[src/rtl/fail_latch_pkg.sv]
package fail_latch_pkg;

  // Strobes from control to datapath
  typedef struct packed {
    logic setStb;   // capture a qualified failure
    logic clrStb;   // empty the latch (priority)
  } latchStb_t;

endpackage

[src/rtl/fail_latch_dp.sv]
module fail_latch_dp
  import fail_latch_pkg::*;
#(
  parameter int SYNC_STAGES = 2,
  parameter int DB_SAMPLES  = 2
) (
  input  logic      clk,
  input  logic      rstN,
  input  logic      failLine,
  input  logic      polSel,
  input  latchStb_t stb,
  output logic      syncLvl,
  output logic      activeLvl,
  output logic      histAll,
  output logic      latched
);

  localparam int HIST_W = DB_SAMPLES - 1;

  logic [SYNC_STAGES-1:0] syncQ;
  logic [HIST_W-1:0]      hist;
  logic                   latchQ;

  // Synchronizer chain
  generate
    if (SYNC_STAGES == 1) begin : g_sync1
      always_ff @(posedge clk) begin
        if (!rstN) syncQ <= '0;
        else       syncQ <= failLine;
      end
    end else begin : g_syncN
      always_ff @(posedge clk) begin
        if (!rstN) syncQ <= '0;
        else       syncQ <= {syncQ[SYNC_STAGES-2:0], failLine};
      end
    end
  endgenerate

  assign syncLvl   = syncQ[SYNC_STAGES-1];
  assign activeLvl = (syncLvl == polSel);

  // History of earlier setting-level matches
  generate
    if (HIST_W == 1) begin : g_hist1
      always_ff @(posedge clk) begin
        if (!rstN) hist <= '0;
        else       hist <= activeLvl;
      end
    end else begin : g_histN
      always_ff @(posedge clk) begin
        if (!rstN) hist <= '0;
        else       hist <= {hist[HIST_W-2:0], activeLvl};
      end
    end
  endgenerate

  assign histAll = &hist;

  // Sticky latch; clear has priority
  always_ff @(posedge clk) begin
    if (!rstN)           latchQ <= 1'b0;
    else if (stb.clrStb) latchQ <= 1'b0;
    else if (stb.setStb) latchQ <= 1'b1;
  end

  assign latched = latchQ;

endmodule

[src/rtl/fail_latch_ctrl.sv]
module fail_latch_ctrl
  import fail_latch_pkg::*;
(
  input  logic      activeLvl,
  input  logic      histAll,
  input  logic      dbEn,
  input  logic      clearN,
  input  logic      latched,
  output latchStb_t stb
);

  logic qualified;

  always_comb begin
    qualified  = activeLvl && (!dbEn || histAll);
    stb.clrStb = !clearN;
    stb.setStb = clearN && !latched && qualified;
  end

endmodule

[src/rtl/fail_latch.sv]
module fail_latch
  import fail_latch_pkg::*;
#(
  parameter int SYNC_STAGES = 2,
  parameter int DB_SAMPLES  = 2
) (
  input  logic clk,
  input  logic rstN,
  input  logic failLine,
  input  logic polSel,
  input  logic dbEn,
  input  logic clearN,
  output logic latched,
  output logic irq
);

  latchStb_t stb;
  logic      syncLvl;
  logic      activeLvl;
  logic      histAll;

  fail_latch_dp #(
    .SYNC_STAGES(SYNC_STAGES),
    .DB_SAMPLES (DB_SAMPLES)
  ) u_dp (
    .clk      (clk),
    .rstN     (rstN),
    .failLine (failLine),
    .polSel   (polSel),
    .stb      (stb),
    .syncLvl  (syncLvl),
    .activeLvl(activeLvl),
    .histAll  (histAll),
    .latched  (latched)
  );

  fail_latch_ctrl u_ctrl (
    .activeLvl(activeLvl),
    .histAll  (histAll),
    .dbEn     (dbEn),
    .clearN   (clearN),
    .latched  (latched),
    .stb      (stb)
  );

  assign irq = latched;

endmodule

[config.mk]
export PLATFORM = sky130hd
export DESIGN_NAME = fail_latch
export DESIGN_NICKNAME = d
export VERILOG_FILES = /design/src/rtl/fail_latch_pkg.sv /design/src/rtl/fail_latch_dp.sv /design/src/rtl/fail_latch_ctrl.sv /design/src/rtl/fail_latch.sv
export SDC_FILE = /design/constraint.sdc
export NUM_CORES = 1
export LEC_CHECK = 0
export BUFFER_PORTS_ARGS = -buffer_cell sky130_fd_sc_hd__buf_2
export CELL_PAD_IN_SITES_DETAIL_PLACEMENT = 0
export CELL_PAD_IN_SITES_GLOBAL_PLACEMENT = 1
export CORE_AREA = 3 3 40 42
export DETAILED_ROUTE_END_ITERATION = 12
export DIE_AREA = 0 0 43 45
export GPL_ROUTABILITY_DRIVEN = 0
export GPL_TIMING_DRIVEN = 0
export PLACE_DENSITY = 0.32
export SETUP_SLACK_MARGIN = 0.1
export SKIP_LAST_GASP = 1
export SYNTH_ARGS = -nofsm -noshare
export SYNTH_HDL_FRONTEND = slang
export SYNTH_SLANG_ARGS = --single-unit
[constraint.sdc]
create_clock -name clk -period 1.05 [get_ports clk]
set_input_delay 0.0525 -clock clk [delete_from_list [all_inputs] [get_ports clk]]
set_output_delay 0.0525 -clock clk [all_outputs]
set_load 0.02 [all_outputs]
==> flow_summary_export.csv, run 1 <==
group,metric,value,unit
worst_setup_path,cp-start-kind,"flop",
synth,ys_warn_count,0,
clock_tree,cts-root-buf,"clkbuf_4",
power_and_ir_drop,power_leakage,0.000113,uW
synth,synth_commonest_cells,"dfxtp_1 (4), and2_1 (2), inv_1 (2), nor2_1 (2)",
grt,antenna_found_initial,0,
routing,ant_nets,0,
synth,synth_area,143,sq um
synth,yosys.area.top_type,"dfxtp_1",
routing,postRouteWirelength,273,um
run_status,status,"complete, no violations",
timing,rsz0062_at_grt,"false",
timing,tightest_slew,236,ps
floorplanning,start_util,0.111,
routing,avgViaCountPerCell,3.03,
power_and_ir_drop,ir_drop,0.619,mV
synth,ys_async_sr_fraction,0,
clock_tree,cts_tree,"built",
clock_tree,clockBufferDepth,2,
synth,ys_ff_latch,4,
synth,netlist.area_leader.share,0.561,
grt,grt_pass1_vias,131,
floorplanning,fp.dieW,43,um
floorplanning,fp.dieH,45,um
floorplanning,die_area,0.00194,sq mm
synth,syn_inst,14,
clock_tree,cts_max_level,1,
clock_tree,clock-sinks,4,
routing,vias,121,
timing,finalSetupViolCount,0,
clock_tree,clk_pin_slew,40,ps
power_and_ir_drop,cellPowerDensity,1690,mW/mm^2
timing,fin_crit_sh,0.830,
synth,synth_fp_nets,20,
floorplanning,rows,13,
worst_hold_path,hp-class,"input port to flop",
timing,finalSetupTns,0,ps
floorplanning,coreArea,0.00128,sq mm
routing,drcViolationCount,0,
synth,syn_area_per_cell,10.2,sq um
power_and_ir_drop,power,389,uW
worst_setup_path,cp_max_fo,4,
grt,overflow,0,
grt,grt_pass1_wl,524,um
timing,hold_viol_final,0,
final_layout,n_antenna_cell,0,
timing,period_needed,871,ps
routing,wl_per_cell,6.83,um
final_layout,nNetsFinal,33,
grt,grt_max_degree,5,
clock_tree,cts_buffers,3,
floorplanning,io_pins,8,
worst_setup_path,cp-end-kind,"output port",
synth,synth_most_common_cell,"dfxtp_1",
worst_setup_path,path_class,"flop to output port",
timing,max_freq,1150,MHz
placement,io_buffers,7,
final_layout,syn2layout_area_growth,61.4,%
timing,finalMaxSlewViolations,0,
final_layout,drive_gt1_frac,0.520,
routing,first_pass_iters,1,
synth,synth_seq_area_share,0.561,
worst_setup_path,cp.required,1000,ps
placement,hpwl,224,um
job,cap_violations,0,
final_layout,nFillCells,152,
timing,skew,2.84,ps
synth,yosys.cell_types.count,8,
synth,yosys-top-cells-area,"dfxtp_1 (56%), a221oi_2 (11%), and2_1 (8.8%)",
timing,relSlewSlack,0.842,
routing,drtIter0Drc,0,
grt,track_usage,0.0442,
synth,synthFlopType,"dfxtp_1",
clock_tree,clk_latency,230,ps
synth,synth-edff-count,0,
worst_setup_path,critPathArrivalTime,820,ps
## flip-flops by register name, summed over array words and instances (netlist names)
register      flops
u_dp.histAll      1
u_dp.latched      1
u_dp.syncQ        2
## layout by cell type (no fill, tap or decap)
cell,n
dlygate4sd3_1,1
buf_2,7
xor2_1,1
nand2_1,1
inv_1,2
dfxtp_1,3
dfxtp_2,1
and2_1,2
buf_4,1
nor2_1,2
clkbuf_4,3
a221oi_2,1
## final cells by class
cell class / instances / area, sq um / share of cell area
flip-flops and latches: 4 / 81.3 / 0.353
well taps: 15 / 18.8 / 0.0815
plain buffers: 1 / 7.51 / 0.0326
multi-input cells: 7 / 47.5 / 0.207
clock buffers: 3 / 22.5 / 0.0978
inverters: 2 / 7.51 / 0.0326
repair buffers: 8 / 45.0 / 0.196
## timing repair
| item | 4_1_cts | 5_1_grt |
|---|---|---|
| hold buffers | 1 | 0 |
| hold endpoints to repair | 1 | 0 |
| gates resized for setup | 0 | 1 |
| buffers inserted | 0 | 0 |
| setup endpoints to repair | 0 | 1 |
## where the power goes
group | internal [uW] | switching [uW] | leakage [uW] | total, uW
registers | 162 | 3.15 | 0.0000335 | 165
logic | 20.6 | 18.6 | 0.0000654 | 39.3
clock network | 127 | 57.2 | 0.0000138 | 185
total | 310 | 79.0 | 0.000113 | 389
## critical path, stage by stage, from the launching register on
cell and delay, ps:
dfxtp_2 320, buf_4 120, buf_2 150
## cell families after synthesis
group	share of synthesized area
buf+inv	0.105
xor+xnor	0.0614
compound gates	0.105
flops	0.561
simple gates	0.167
## layer usage
| layer | track usage | up-vias | share of wire |
|---|---|---|---|
| met3 | 0.0359 | 0 | 0.15 |
| li1 | - | 65 | - |
| met2 | 0.0479 | 8 | 0.44 |
| met1 | 0.0386 | 48 | 0.41 |
| met5 | 0 | - | 0 |
| met4 | 0.0723 | 0 | 0 |
## worst paths after layout
path                 start            end  slack, ps  depth (start not counted)
max           u_dp.latched        latched        180                          2
min               failLine  u_dp.syncQ[0]         30                          2
max reg2reg  u_dp.syncQ[1]   u_dp.latched        240                          2
min reg2reg  u_dp.syncQ[0]  u_dp.syncQ[1]        430                          1
## stage by stage
| stage | cell area, sq um | hold WS (ps) | cells | util | setup WS (ps) |
|---|---|---|---|---|---|
| 2_1_floorplan | 143 | 141 | 14 | - | 220 |
| 3_3_place_gp | 196 | 245 | 36 | 0.153 | 261 |
| 3_5_place_dp | 196 | 248 | 36 | 0.153 | 244 |
| 4_1_cts | 229 | 19.4 | 40 | 0.178 | 120 |
| 5_1_grt | 230 | 32.4 | 40 | 0.179 | 121 |
| 6_report | 230 | 25.8 | 40 | 0.179 | 179 |
Note: power is estimated with default switching activity, not from simulation.
==> run 2: changes to the inputs <==
--- a/config.mk
+++ b/config.mk
@@ -13,7 +13,7 @@
 export DIE_AREA = 0 0 43 45
 export GPL_ROUTABILITY_DRIVEN = 0
 export GPL_TIMING_DRIVEN = 0
-export PLACE_DENSITY = 0.32
+export PLACE_DENSITY = 0.34
 export SETUP_SLACK_MARGIN = 0.1
 export SKIP_LAST_GASP = 1
 export SYNTH_ARGS = -nofsm -noshare
==> constraint.sdc (replaced) <==
create_clock -name clk -period 0.8 [get_ports clk]
set_input_delay 0.04 -clock clk [delete_from_list [all_inputs] [get_ports clk]]
set_output_delay 0.04 -clock clk [all_outputs]
set_load 0.02 [all_outputs]
==> run 2 against run 1 <==
Effect of this change: sequential power up 31%; first-iteration DRC count increased by 4; critical path depth unchanged; sequential cell count unchanged; via count increased by 6.6%; highest routed layer unchanged; routed wire length fell by 1.1%; the flow now finishes with violations (hold timing, setup timing); worst hold slack got worse by 45 ps; clock-buffer cell count up 1.
==> flow_summary_export.csv, run 2 (synthesis gave the netlist of run 1 again) <==
group,metric,value,unit
worst_setup_path,slowest_delay,350,ps
grt,grt_max_degree,5,
routing,first_pass_iters,4,
placement,dp_cells,36,
timing,relSlewSlack,0.884,
run_status,violations,"hold timing, setup timing",
final_layout,stdcell_count,41,
worst_setup_path,cp.required,760,ps
floorplanning,start_util,0.111,
power_and_ir_drop,ir_drop,0.483,mV
worst_setup_path,worstPathCellList,"buf_6 -> buf_6",
final_layout,nNetsFinal,33,
grt,grt_pass1_wl,434,um
timing,tightest_slew,174,ps
clock_tree,clk_pin_slew,40,ps
routing,vias,129,
routing,drcViolationCount,0,
routing,wl_per_cell,6.59,um
timing,finalSetupViolCount,2,
timing,skew,8.57,ps
worst_setup_path,critPathArrivalTime,810,ps
grt,overflow,0,
timing,rsz0062_at_grt,"true",
clock_tree,cts-root-buf,"clkbuf_4",
power_and_ir_drop,power_leakage,0.000119,uW
floorplanning,fp.dieW,43,um
floorplanning,rows,13,
routing,ant_nets,0,
worst_hold_path,hp-class,"input port to flop",
routing,drtIter0Drc,4,
timing,worst_hold_slack,-19.5,ps
clock_tree,cts_max_level,1,
timing,fin_ws,-45.5,ps
power_and_ir_drop,cellPowerDensity,2160,mW/mm^2
floorplanning,die_area,0.00194,sq mm
placement,io_buffers,7,
timing,fin_crit_sh,1.06,
timing,finalMaxSlewViolations,0,
final_layout,n_antenna_cell,0,
final_layout,layout_commonest_cell,"buf_2",
final_layout,largest_register_ff_count,2,
grt,grt_pass1_vias,121,
timing,max_freq,1180,MHz
worst_setup_path,cp_max_fo,4,
worst_setup_path,path_class,"flop to output port",
final_layout,syn2layout_area_growth,77.2,%
floorplanning,fp.dieH,45,um
routing,avgViaCountPerCell,3.15,
clock_tree,cts_buffers,3,
clock_tree,clock-sinks,4,
routing,postRouteWirelength,270,um
placement,pre_cts_slack,30.7,ps
timing,hold_viol_final,1,
clock_tree,cts_tree,"built",
worst_setup_path,cp-end-kind,"output port",
final_layout,mostFrequentLayoutCells,"buf_2 (6), clkbuf_4 (3)",
worst_setup_path,cp-start-kind,"flop",
worst_setup_path,cp_common_cell,"buf_6",
worst_setup_path,critPathSlowestCell,"dfxtp_4",
timing,period_needed,846,ps
final_layout,fin_util,0.197,
clock_tree,clockBufferDepth,2,
grt,antenna_found_initial,0,
final_layout,largest_register,"u_dp.syncQ",
floorplanning,io_pins,8,
floorplanning,coreArea,0.00128,sq mm
clock_tree,clk_latency,240,ps
final_layout,drive_gt1_frac,0.654,
grt,track_usage,0.0375,
job,cap_violations,0,
final_layout,nFillCells,149,
run_status,status,"complete, but fails checks",
-- run 2: worst paths after layout --
kind / start / endpoint / slack, ps / depth (start not counted)
max reg2reg: u_dp.syncQ[1] / u_dp.latched / -30 / 2
max: u_dp.latched / latched / -50 / 2
min reg2reg: u_dp.syncQ[0] / u_dp.syncQ[1] / 430 / 1
min: dbEn / u_dp.latched / -20 / 2
-- run 2: repair_timing --
| action | 4_1_cts | 5_1_grt |
|---|---|---|
| gates resized for setup | 3 | 2 |
| setup buffers | 1 | 0 |
| pin swaps | 1 | 1 |
| cloned | 0 | 0 |
| hold endpoints to repair | 1 | 1 |
| setup endpoints to repair | 3 | 4 |
-- run 2: area by class of cell --
class,count,area [sq um],area share
tap,15,18.8,0.0743
sequential,4,85.1,0.337
buffer,1,11.3,0.0446
timing repair buffer,8,48.8,0.193
clock buffer,4,26.3,0.104
inverter,2,7.51,0.0297
multi-input combinational,7,55.1,0.218
-- run 2: routing by layer --
metal	track usage	share of wire	routed length [um]
met5	0	0	0
met4	0.0361	0	0
met3	0.0518	0.17	47
met2	0.0389	0.40	109
met1	0.0313	0.42	113
-- run 2: through the flow --
step	power [uW]	hold WS (ps)	TNS, ps	instance area [sq um]
after floorplan	245	119	0	146
after global placement	267	224	0	200
after detailed placement	267	225	0	200
after CTS	563	-27.7	-79.8	244
after global routing	592	-25.8	-160	253
final	547	-19.5	-72.2	253
-- run 2: critical path, delay by kind of cell (launching register included) --
kind,cells,cell delay [ps]
flip-flops,1,350
buffers and inverters,2,230
-- run 2: report_power, final --
part	switching [uW]	internal, uW
logic	26.0	32.5
clock network	85.3	187
registers	5.40	210
total	117	430
==> run 3: changes to the inputs <==
--- a/config.mk
+++ b/config.mk
@@ -8,9 +8,9 @@
 export BUFFER_PORTS_ARGS = -buffer_cell sky130_fd_sc_hd__buf_2
 export CELL_PAD_IN_SITES_DETAIL_PLACEMENT = 0
 export CELL_PAD_IN_SITES_GLOBAL_PLACEMENT = 1
-export CORE_AREA = 3 3 40 42
+export CORE_AREA = 2 2 39 41
 export DETAILED_ROUTE_END_ITERATION = 12
-export DIE_AREA = 0 0 43 45
+export DIE_AREA = 0 0 41 43
 export GPL_ROUTABILITY_DRIVEN = 0
 export GPL_TIMING_DRIVEN = 0
 export PLACE_DENSITY = 0.34
==> constraint.sdc (replaced) <==
create_clock -name clk -period 0.8 [get_ports clk]
set_input_delay 0.04 -clock clk [delete_from_list [all_inputs] [get_ports clk]]
set_output_delay 0.04 -clock clk [all_outputs]
set_load 0.01 [all_outputs]
==> run 3 against run 2 <==
Effect of this change: the run still ends with hold timing, setup timing left; critical path depth unchanged; clock power decreased by 12%; clock-buffer cell count fell by 1; combinational power is 14% lower; largest power group unchanged.
==> flow_summary_export.csv, run 3 (synthesis gave the netlist of run 1 again) <==
group,metric,value,unit
routing,postRouteWirelength,245,um
routing,avgViaCountPerCell,3.00,
final_layout,syn2layout_area_growth,68.4,%
routing,drtIter0Drc,0,
routing,vias,120,
power_and_ir_drop,ir_drop,0.470,mV
final_layout,mostFrequentLayoutCells,"buf_2 (6), clkbuf_4 (3)",
worst_setup_path,slowest_delay,330,ps
power_and_ir_drop,seqPwrFrac,0.430,
final_layout,largest_register,"u_dp.syncQ",
job,cap_violations,0,
worst_setup_path,path_class,"flop to output port",
floorplanning,fp.dieH,43,um
final_layout,nFillCells,165,
routing,ant_nets,0,
power_and_ir_drop,p_int,409,uW
timing,rsz0062_at_grt,"true",
worst_hold_path,hp-class,"input port to flop",
floorplanning,die_area,0.00176,sq mm
grt,overflow,0,
grt,grt_pass1_vias,116,
worst_setup_path,cp-start-kind,"flop",
clock_tree,cts_max_level,1,
power_and_ir_drop,power,507,uW
power_and_ir_drop,power_frac_comb,0.100,
floorplanning,coreArea,0.00138,sq mm
final_layout,multi_input_area,55.1,sq um
timing,skew,0.969,ps
routing,drcViolationCount,0,
routing,wl_per_cell,6.13,um
power_and_ir_drop,p_clk_frac,0.470,
clock_tree,cts_tree,"built",
final_layout,drive_gt1_frac,0.625,
worst_setup_path,critPathArrivalTime,770,ps
worst_setup_path,cp_common_cell,"buf_6",
final_layout,n_antenna_cell,0,
clock_tree,clockBufferDepth,2,
clock_tree,cts-root-buf,"clkbuf_4",
timing,fin_crit_sh,1.01,
floorplanning,start_util,0.103,
clock_tree,post-cts-setup-buffer-count,0,
grt,track_usage,0.0451,
placement,place_area,199,sq um
worst_setup_path,crit_buf_inv,2,
timing,relSlewSlack,0.892,
timing,finalSetupViolCount,1,
worst_setup_path,critPathSlowestCell,"dfxtp_2",
clock_tree,clk_latency,230,ps
worst_setup_path,worstPathCellList,"buf_6 -> buf_6",
run_status,violations,"hold timing, setup timing",
run_status,status,"complete, but fails checks",
clock_tree,clk_pin_slew,30,ps
grt,antenna_found_initial,0,
final_layout,largest_register_ff_count,2,
worst_setup_path,cpLargestDelayFamily,"flip-flops",
timing,period_needed,812,ps
power_and_ir_drop,p_sw_frac,0.193,
worst_setup_path,cp-end-kind,"output port",
power_and_ir_drop,power_leakage,0.000111,uW
final_layout,register_area,82.6,sq um
worst_setup_path,cp_max_fo,4,
power_and_ir_drop,p_sw,98.1,uW
timing,finalMaxSlewViolations,0,
floorplanning,rows,14,
grt,grt_pass1_wl,427,um
routing,first_pass_iters,1,
clock_tree,clock-sinks,4,
power_and_ir_drop,cellPowerDensity,2110,mW/mm^2
timing,fin_ws,-11.8,ps
floorplanning,fp.dieW,41,um
floorplanning,io_pins,8,
timing,worst_hold_slack,-11.4,ps
timing,max_freq,1230,MHz
timing,hold_viol_final,1,
grt,grt_max_degree,5,
worst_setup_path,cp.required,760,ps
final_layout,nNetsFinal,32,
final_layout,fin_area,240,sq um
clock_tree,cts_buffers,3,
final_layout,layout_commonest_cell,"buf_2",
timing,tightest_slew,162,ps
placement,io_buffers,7,
## run 3: cell types whose count changed in the layout (fill, tap and decap cells not counted), sizes merged
cell | previous run | this run
clkbuf | 4 | 3
buf | 9 | 8
## run 3: area by class of cell
class	instances	area share
Tap cell	16	0.0833
Sequential cell	4	0.344
Clock buffer	3	0.0938
Timing Repair Buffer	7	0.172
Inverter	2	0.0313
Multi-Input combinational cell	7	0.229
Buffer	1	0.0469
## run 3: worst paths after layout
kind	end	slack, ps	from	cells past startpoint
max reg2reg	u_dp.latched	30	u_dp.syncQ[1]	2
min reg2reg	u_dp.syncQ[1]	430	u_dp.syncQ[0]	1
max	latched	-10	u_dp.latched	2
min	u_dp.latched	-10	dbEn	2
## run 3: layer usage
metal	part of all wire	global-route usage	vias to the layer above
li1	-	-	63
met1	0.38	0.0417	49
met2	0.42	0.0406	8
met3	0.20	0.0366	0
met4	0	0.0800	0
met5	0	0	-
## run 3: power by group through the flow
stage | logic, uW | registers (uW) | clock network (uW)
floorplan | 22.3 | 220 | 0
global placement | 44.7 | 219 | 0
detailed placement | 44.7 | 220 | 0
CTS | 52.0 | 218 | 255
global route | 57.9 | 220 | 274
finish | 50.6 | 218 | 239
## run 3: worst reg2reg max path, delay by kind of cell, from the launching register on
| family | cells | cell delay [ps] |
|---|---|---|
| xor gates and xnor gates | 1 | 150 |
| AOI/OAI and AO/OA | 1 | 220 |
| DFF | 1 | 310 |
## run 3: repair_timing
action / CTS / global route
pin swaps: 0 / 0
hold endpoints to repair: 1 / 1
gates resized for setup: 3 / 1
setup endpoints to repair: 4 / 4
## run 3: metrics by stage
stage          setup WS (ps)  TNS, ps  cells   util
4_1_cts                -25.5    -25.5     40  0.173
3_3_place_gp            25.1        0     37  0.144
2_1_floorplan           60.5        0     14      -
6_report               -11.8    -11.8     40  0.174
5_1_grt                -47.1    -50.9     40  0.174
3_5_place_dp            25.9        0     37  0.144
